File: src/rtl/sscg_pkg.sv
package sscg_pkg;

    localparam int PP_W = 9;

    typedef enum logic [1:0] {
        LVL_LOW  = 2'b00,
        LVL_MID  = 2'b01,
        LVL_HIGH = 2'b10,
        LVL_BAD  = 2'b11
    } lvl_e;

    typedef struct packed {
        logic [PP_W-1:0] pp;
    } spread_cfg_t;

    function automatic logic [PP_W-1:0] pick5(input int idx, input int v0, input int v1,
                                              input int v2, input int v3, input int v4);
        int r;
        case (idx)
            0:       r = v0;
            1:       r = v1;
            2:       r = v2;
            3:       r = v3;
            4:       r = v4;
            default: r = 0;
        endcase
        return PP_W'(r);
    endfunction

    function automatic logic [PP_W-1:0] spread_lookup(input lvl_e a, input lvl_e b, input int bnd);
        logic [PP_W-1:0] r;
        r = '0;
        if (bnd >= 0 && bnd < 5) begin
            case ({a, b})
                {LVL_MID,  LVL_MID}:  r = pick5(bnd, 360, 350, 330, 300, 260);
                {LVL_MID,  LVL_LOW}:  r = pick5(bnd, 310, 300, 280, 250, 230);
                {LVL_HIGH, LVL_LOW}:  r = pick5(bnd, 260, 250, 240, 210, 190);
                {LVL_LOW,  LVL_LOW}:  r = pick5(bnd, 210, 200, 190, 170, 150);
                {LVL_LOW,  LVL_MID}:  r = pick5(bnd, 180, 170, 160, 140, 130);
                default:              r = '0;
            endcase
        end else if (bnd >= 5 && bnd < 10) begin
            case ({a, b})
                {LVL_HIGH, LVL_MID}:  r = pick5(bnd - 5, 230, 230, 230, 220, 210);
                {LVL_LOW,  LVL_HIGH}: r = pick5(bnd - 5, 170, 170, 170, 160, 150);
                {LVL_HIGH, LVL_HIGH}: r = pick5(bnd - 5, 110, 110, 110, 110, 100);
                {LVL_MID,  LVL_HIGH}: r = pick5(bnd - 5,  90,  90,  90,  90,  80);
                default:              r = '0;
            endcase
        end
        return r;
    endfunction

endpackage

File: src/rtl/sscg_phase_gen.sv
module sscg_phase_gen #(
    parameter int PERIOD = 2332,
    localparam int CNT_W = $clog2(PERIOD)
) (
    input  logic             clk,
    input  logic             rst,
    output logic [CNT_W-1:0] phase,
    output logic             wrap
);
    localparam logic [CNT_W-1:0] LAST = CNT_W'(PERIOD - 1);

    // Reset parks the counter on the last phase so the first edge out of
    // reset is a period boundary that captures the configuration.
    always_ff @(posedge clk) begin
        if (rst)       phase <= LAST;
        else if (wrap) phase <= '0;
        else           phase <= phase + 1'b1;
    end

    assign wrap = (phase == LAST);
endmodule

File: src/rtl/sscg_cfg_latch.sv
module sscg_cfg_latch
    import sscg_pkg::*;
#(
    parameter int BAND_W = 4
) (
    input  logic              clk,
    input  logic              rst,
    input  logic              load,
    input  logic [1:0]        sel_a,
    input  logic [1:0]        sel_b,
    input  logic [BAND_W-1:0] band,
    input  logic              spread_en,
    output spread_cfg_t       cfg
);
    spread_cfg_t next_cfg;

    always_comb begin
        next_cfg.pp = '0;
        if (spread_en)
            next_cfg.pp = spread_lookup(lvl_e'(sel_a), lvl_e'(sel_b), int'(band));
    end

    always_ff @(posedge clk) begin
        if (rst)       cfg <= '0;
        else if (load) cfg <= next_cfg;
    end
endmodule

File: src/rtl/sscg_shape.sv
module sscg_shape
    import sscg_pkg::*;
#(
    parameter int PERIOD = 2332,
    parameter int OFF_W  = 10,
    localparam int CNT_W  = $clog2(PERIOD),
    localparam int HALF   = PERIOD / 2,
    localparam int P_LAST = HALF - 1,
    localparam int EDGE   = P_LAST / 4,
    localparam int S_MAX  = P_LAST + 2 * EDGE,
    localparam int S_W    = $clog2(S_MAX + 1),
    localparam int PROD_W = PP_W + S_W
) (
    input  logic                    clk,
    input  logic                    rst,
    input  logic [CNT_W-1:0]        phase,
    input  spread_cfg_t             cfg,
    output logic signed [OFF_W-1:0] offset,
    output logic                    start,
    output logic [PP_W-1:0]         peak
);
    localparam logic [CNT_W-1:0]  HALF_C  = CNT_W'(HALF);
    localparam logic [CNT_W-1:0]  MIRROR  = CNT_W'(PERIOD - 1);
    localparam logic [CNT_W-1:0]  EDGE_C  = CNT_W'(EDGE);
    localparam logic [CNT_W-1:0]  KNEE_C  = CNT_W'(P_LAST - EDGE);
    localparam logic [S_W-1:0]    EDGE_S  = S_W'(EDGE);
    localparam logic [S_W-1:0]    PLAST_S = S_W'(P_LAST);
    localparam logic [PROD_W-1:0] S_DIV   = PROD_W'(S_MAX);

    logic [CNT_W-1:0]        fold;
    logic [S_W-1:0]          shaped;
    logic [PROD_W-1:0]       prod;
    logic [OFF_W-1:0]        quot;
    logic signed [OFF_W-1:0] off_n;

    always_comb begin
        // Fold the phase so both halves read the same ramp position.
        fold = (phase < HALF_C) ? phase : (MIRROR - phase);
        // Slope two in the outer quarters, slope one through the middle.
        if (fold < EDGE_C)
            shaped = S_W'(fold) << 1;
        else if (fold <= KNEE_C)
            shaped = S_W'(fold) + EDGE_S;
        else
            shaped = PLAST_S + (S_W'(fold - KNEE_C) << 1);
        prod  = PROD_W'(cfg.pp) * PROD_W'(shaped);
        quot  = OFF_W'(prod / S_DIV);
        off_n = $signed(quot) - $signed(OFF_W'(cfg.pp >> 1));
    end

    always_ff @(posedge clk) begin
        if (rst) begin
            offset <= '0;
            start  <= 1'b0;
            peak   <= '0;
        end else begin
            offset <= off_n;
            start  <= (phase == '0);
            peak   <= cfg.pp;
        end
    end
endmodule

File: src/rtl/sscg_profile_ctrl.sv
module sscg_profile_ctrl
    import sscg_pkg::*;
#(
    parameter int PERIOD = 2332,
    parameter int BAND_W = 4,
    parameter int OFF_W  = 10
) (
    input  logic                    clk,
    input  logic                    rst,
    input  logic [1:0]              sel_a,
    input  logic [1:0]              sel_b,
    input  logic [BAND_W-1:0]       band,
    input  logic                    spread_en,
    output logic signed [OFF_W-1:0] offset,
    output logic                    period_start,
    output logic [PP_W-1:0]         peak_pp
);
    localparam int CNT_W = $clog2(PERIOD);

    logic [CNT_W-1:0] phase;
    logic             wrap;
    spread_cfg_t      cfg;

    sscg_phase_gen #(.PERIOD(PERIOD)) u_phase (
        .clk   (clk),
        .rst   (rst),
        .phase (phase),
        .wrap  (wrap)
    );

    sscg_cfg_latch #(.BAND_W(BAND_W)) u_cfg (
        .clk       (clk),
        .rst       (rst),
        .load      (wrap),
        .sel_a     (sel_a),
        .sel_b     (sel_b),
        .band      (band),
        .spread_en (spread_en),
        .cfg       (cfg)
    );

    sscg_shape #(.PERIOD(PERIOD), .OFF_W(OFF_W)) u_shape (
        .clk    (clk),
        .rst    (rst),
        .phase  (phase),
        .cfg    (cfg),
        .offset (offset),
        .start  (period_start),
        .peak   (peak_pp)
    );
endmodule

File: config.mk
export PLATFORM = sky130hd
export DESIGN_NAME = sscg_profile_ctrl
export DESIGN_NICKNAME = d
export VERILOG_FILES = /design/src/rtl/sscg_pkg.sv /design/src/rtl/sscg_phase_gen.sv /design/src/rtl/sscg_cfg_latch.sv /design/src/rtl/sscg_shape.sv /design/src/rtl/sscg_profile_ctrl.sv
export SDC_FILE = /design/constraint.sdc
export NUM_CORES = 1
export LEC_CHECK = 0
export BUFFER_PORTS_ARGS = -buffer_cell sky130_fd_sc_hd__buf_2
export CORE_MARGIN = 1.5
export CORE_UTILIZATION = 39
export DETAILED_ROUTE_END_ITERATION = 10
export PLACE_DENSITY_LB_ADDON = 0.15
export SLEW_MARGIN = 30
export SYNTH_ARGS = -nofsm -noshare
export SYNTH_HDL_FRONTEND = slang
export SYNTH_SLANG_ARGS = --single-unit
File: constraint.sdc
create_clock -name clk -period 18.2 [get_ports clk]
set_clock_uncertainty 0.1 [all_clocks]
set_input_delay 5.46 -clock clk [delete_from_list [all_inputs] [get_ports clk]]
set_output_delay 5.46 -clock clk [all_outputs]
set_load 0.005 [all_outputs]
Word level (Yosys, flattened, before mapping)
Cells that the tools add are included. W data, S select, Z words.

Bits in registers: 41. Latch bits: 0. RAM bits: 0. Bits in read-only memories: 0. Input port bits: 11. Output and inout bits: 20. Logic and storage cells: 64. Memories: 0.

$add $sub $neg: 7. Multipliers: 1. Div/mod/pow operators: 1. $lt $le $gt $ge: 6. Eq/ne operators: 17. Shifts and indexed selects: 0. Muxes and demuxes: 18. Bitwise operators: 0. Reductions and logical operators: 8.

Operators by type and width (number): $pmux W9 S5 (4); $pmux W8 S5 (2); $eq A32 B2 Y1 const B (2); $pmux W8 S3 (2); $pmux W9 S4 (1); $eq A32 B1 Y1 const B (1); $eq A32 B3 Y1 const B (1); $logic_not A32 Y1 (1); $pmux W7 S2 (2); $mux W9 (3); $mux W12 (2); $mux W11 (2); $div A20 B11 Y20 const B (1); $mul A9 B11 Y20 (1); $eq A4 B3 Y1 const B (4); $add A12 B1 Y12 const B (1); $eq A12 B12 Y1 const B (1); $eq A4 B2 Y1 const B (3); $eq A4 B4 Y1 const B (3); $le A12 B10 Y1 const B (1); $logic_not A12 Y1 (1); $lt A12 B11 Y1 const B (1); $lt A12 B9 Y1 const B (1); $sub A12 B12 Y12 const A (1); 14 further kinds (16).

Depth between registers and ports, before layout
Depth in word-level cells: 9. Mapped depth: 93. Depth with buffers taken out: 86.

Cells and area by module
A second synthesis with hierarchy kept.

Cell total of the unflattened synthesis: 1564. Area total of the unflattened synthesis: 11569.8 um^2.

Modules (own cells, without submodules): sscg_shape (instances 1, cells each 1341, area each 9889.5 um^2); sscg_cfg_latch (instances 1, cells each 158, area each 1084.8 um^2); sscg_phase_gen (instances 1, cells each 65, area each 595.6 um^2).

Least setup slack after synthesis
No wires, ideal clock.

Kind: register -> register. Start: register u_phase.phase[7]. End: register u_shape.offset[8]. Data arrival time: 18366 ps. Required time: 17972 ps. Path slack: -394 ps. Cell stages (with the launch flop): 81. Path buffers: 2. Cells stage by stage: dfxtp_1 clkbuf_1 o31ai_1 a22o_1 o21ai_0 nand2_1 o21ai_1 inv_1 ha_1 inv_1 o221ai_1 a21oi_1 or2_2 a211o_1 o21ai_1 nor2b_1 a221oi_1 nor2_1 [... 45 more ...] nand4b_1 nor2_2 inv_2 mux2i_1 o21ai_1 a41o_1 a21oi_1 ha_1 inv_1 fa_1 a21o_1 a21o_1 a21o_1 a21oi_1 o21bai_1 a21oi_1 xnor2_1 nor2_1.

Word-level cells in the longest chain between the ends: 9. Elaborated cells on any way between the ends: 13. Classes of those cells: add/sub: 5; mul: 1; div: 1; order compare: 3; mux: 3.

Ends and longest elaborated chain: start: declaration (line sscg_phase_gen.sv:7) `output logic [CNT_W-1:0] phase,`; start signal: assignment (line sscg_phase_gen.sv:17) `else phase <= phase + 1'b1;`; $sub A12 B12 Y12 / $lt A12 B11 Y1 (equally long branches) (line sscg_shape.sv:38) `fold = (phase < HALF_C) ? phase : (MIRROR - phase);`; $mux W12 * (line sscg_shape.sv:38); $sub A10 B10 Y10 (line sscg_shape.sv:45) `shaped = PLAST_S + (S_W'(fold - KNEE_C) << 1);`; $add A11 B11 Y11 (line sscg_shape.sv:45); $mux W11 (line sscg_shape.sv:42) `else if (fold <= KNEE_C)`; $mux W11 * (line sscg_shape.sv:40) `if (fold < EDGE_C)`; $mul A9 B11 Y20 * (line sscg_shape.sv:46) `prod = PROD_W'(cfg.pp) * PROD_W'(shaped);`; $div A20 B11 Y20 * (line sscg_shape.sv:47) `quot = OFF_W'(prod / S_DIV);`; $sub A10 B9 Y10 * (line sscg_shape.sv:48) `off_n = $signed(quot) - $signed(OFF_W'(cfg.pp >> 1));`; end signal: assignment (line sscg_shape.sv:57) `offset <= off_n;`; end: declaration (line sscg_shape.sv:18) `output logic signed [OFF_W-1:0] offset,`.

Mark *: on every way between the ends. The rest lies on a longest branch, timed or not. A chain may end at the register's enable or synchronous reset.

Worst setup path after layout
Start: register u_phase.phase[2]. End: register u_shape.offset[9].

Same word-level chain as after synthesis.

==> metrics.md <==
| Metric | Value |
|---|---|
| Worst Path Required | `18260 ps` |
| Placed insts | `2014` |
| Share of Yosys cell area claimed by the top area cell type | `10.4%` |
| Worst rel slew slack | `42.8%` |
| Die width | `169 µm` |
| Post-Synth Adder-Cell Area | `18.1%` |
| Worst Tran Pin Value | `852 ps` |
| Sum Neg Setup Slack | `0 ps` |
| Vias/cell | `5.78` |
| Fraction of registers with async set/reset | `0%` |
| R2R Setup Slk | `540 ps` |
| Max-cap violations | `0` |
| Peak supply drop | `0.0789 mV` |
| Reg2reg end | `u_shape.offset[9]` |
| Synth cell types | `111` |
| Count leader, synth | `nor2_1` |
| Post-synthesis xor/xnor area fraction | `8.85%` |
| Port bufs | `29` |
| Main combinational cell family by area after synthesis | `compound AO/OA/AOI/OAI gates` |
| Worst hold path type | `flop to flop` |
| Worst r2r path cells | `86` |
| CTS root buffer | `clkbuf_16` |
| CTS max path bufs | `2` |
| CP Data Arrival Time | `17720 ps` |
| Antenna diodes | `0` |
| Final Max Slew Viols | `0` |
| Ys Warns | `0` |
| Crit path time final | `17660 ps` |
| HPWL Detailed | `26.7 mm` |
| Complex-gate fraction of the synthesized area | `29.5%` |
| Post-Synth Simple-Gate Area | `27.0%` |
| Final Cell Area | `0.0140 mm²` |
| Area grow syn2layout | `29.2%` |
| Clock sink count | `39` |
| Synth area leaders | `fa_1 10%, ha_1 7.5%, dfxtp_1 7.2%` |
| Syn_area_per_cell | `7.19 µm²` |
| Post-synthesis cell area | `0.0108 mm²` |
| Placed inst area | `0.0125 mm²` |
| Hold WS | `529 ps` |
| Cell mode on critical path | `inv_2` |
| Clock transition at path regs | `60 ps` |
| Leak pwr | `5.78 nW` |
| Yosys top cell by area | `fa_1` |
| Period utilization | `97.1%` |
| Most common flop cell mapped by yosys | `dfxtp_1` |
| Share of layout cells above drive strength 1 | `27.5%` |
| CTS buffer count | `5` |
| Initial antenna violation count | `0` |
| Buf+Inv Stages, Crit Path | `16` |
| Die area | `0.0287 mm²` |
| Multi-input logic area | `0.0103 mm²` |
| Core box area | `0.0271 mm²` |
| CTS tree | `yes` |
| Wire per inst | `16.6 µm` |
| Mux contribution to synthesized area | `2.91%` |
| Hold Vio Cnt, Final | `0` |
| Largest net degree at the start of global routing | `30` |
| Post-synthesis cell count | `1504` |
| Gpl congestion | `0.906` |
| Tot Pwr | `1.44 mW` |
| HP Start | `u_phase.phase[0]` |
| Final Instance Count excl. Fillers | `2075` |
| Crit path kind | `flop to flop` |
| Row count | `60` |
| Seq/Total Area, Yosys | `7.22%` |
| Tot GR Track Use | `23.0%` |
| Drt first pass iters | `7` |
| First-pass GRT wire length | `55.0 mm` |
| Worst-Skew Late Latency | `290 ps` |
| Fin nets | `1834` |
| Hold path endpoint | `u_phase.phase[0]` |
| Ports | `31` |
| Pwr dens | `103 mW/mm²` |
| DRC Markers | `0` |
| Total wire length | `34.5 mm` |
| Initial Util | `39.9%` |
| Vias in the first global route | `10900` |
| CP Launch Type | `flop` |
| GRT overflow | `0` |
| Run status | `finished clean` |
| Kind of end point of the critical path | `flop` |
| Reg-to-Reg Start | `u_phase.phase[2]` |
| FILL cells | `2654` |
| Routed Antenna Nets | `0` |
| Die height | `169 µm` |
| Seq. cell area | `787 µm²` |
| Worst path top cell family by delay | `compound AO/OA/AOI/OAI gates` |
| Worst Hold Path Cells | `1` |
| Critical path fanouts, max | `10` |
| Syn Nets | `1636` |
| Synth cell count leaders | `199 x nor2_1, 110 x inv_1, 110 x nand2_1` |
| F_max | `56.6 MHz` |
| H-tree depth | `2` |
| Initial DRC count | `937` |
| CP startpoint | `u_phase.phase[2]` |
| Post-synth EDFFs | `0` |
| Via Count | `12000` |
| Flop and latch count out of synthesis | `39` |
| CP max-delay cell | `or4_4` |
| CP max stage delay | `590 ps` |
| Setup-failing EPs final | `0` |
## registers in the layout, indices dropped and copies added, names as in the netlist
name / cells
u_phase.phase: 12
u_shape.offset: 10
u_shape.start: 1
u_shape.peak: 8
u_cfg.cfg: 8
## where the power goes
part / switching [mW] / internal (mW) / total (mW)
logic: 0.671 / 0.559 / 1.23
registers: 0.00967 / 0.0982 / 0.108
clock network: 0.0374 / 0.0651 / 0.103
## kinds of logic after synthesis
kind of cell | Yosys count
AO/OA/AOI/OAI | 442
XOR/XNOR | 104
adder cells (fa/ha/maj) | 123
buffers and inverters | 174
flip-flops | 39
multiplexers | 28
other | 1
AND/OR/NAND/NOR | 593
## per-stage QoR
step	worst slack, ps	utilization (%)
2_1_floorplan	0.313	-
3_3_place_gp	-141	46.0
3_5_place_dp	-384	46.0
4_1_cts	10.6	46.7
5_1_grt	-246	51.5
6_report	535	51.5
## worst max-delay path by stage
stage / cells past startpoint / end / slack (ps)
after global routing: 87 / u_shape.offset[9] / -250
after CTS: 82 / u_shape.offset[8] / 10
after global placement: 85 / u_shape.offset[8] / -140
after floorplan: 85 / u_shape.offset[8] / 0.3
final: 86 / u_shape.offset[9] / 540
after detailed placement: 85 / u_shape.offset[8] / -380
## placed cells by master, fill, tap and decap left out, types with 10 or more instances in the layout
cell type  count
inv_1        103
and3_1        11
o211ai_1      25
nand3_1       44
fa_1          55
nor3_1        42
nand4_1       23
o22ai_1       15
nand2b_1      26
a31oi_1       12
a21oi_1       71
xnor2_2       11
o21ai_0       54
xnor2_1       70
o31ai_1       10
inv_2         10
mux2i_1       18
xor2_1        16
or2_2         10
nor2b_1       13
nor2_1       189
and2_1        40
nor2_2        10
nand2_1      108
buf_2         29
buf_4        205
ha_1          54
a21o_1        19
buf_6         11
a211oi_1      13
o21ai_1       14
a21oi_2       15
o21ai_2       13
dfxtp_1       34
## worst register-to-register path, delay by kind of cell, from the launching register on
family / cells / cell delay, ps
adders and majority gates: 9 / 3130
buffers and inverters: 16 / 1580
muxes: 4 / 1060
and+or+nand+nor: 16 / 3880
AOI/OAI and AO/OA: 36 / 6640
DFF: 1 / 330
xor gates and xnor gates: 5 / 800
## layout make-up
| class | instances | area share, % |
|---|---|---|
| repair buffers | 246 | 13.1 |
| multi-input cells | 1291 | 73.5 |
| flip-flops and latches | 39 | 5.64 |
| inverters | 119 | 3.25 |
| clock inverters | 3 | 0.332 |
| clock buffers | 5 | 0.896 |
| well taps | 372 | 3.33 |
## layer usage
layer / up-vias / wire length, µm / GRT usage, %
li1: 5833 / - / -
met1: 5722 / 16600 / 33.4
met2: 387 / 15700 / 37.2
met3: 48 / 1700 / 2.08
met4: 0 / 539 / 3.81
met5: - / 0 / 0
## timing repair
| item | 4_1_cts | 5_1_grt |
|---|---|---|
| pin swaps | 3 | 115 |
| buffers inserted | 1 | 53 |
| setup endpoints to repair | 4 | 9 |
| hold buffers | 0 | 0 |
| resized for setup | 8 | 196 |
| cloned | 0 | 0 |
Power figures use the tool's default switching activity.
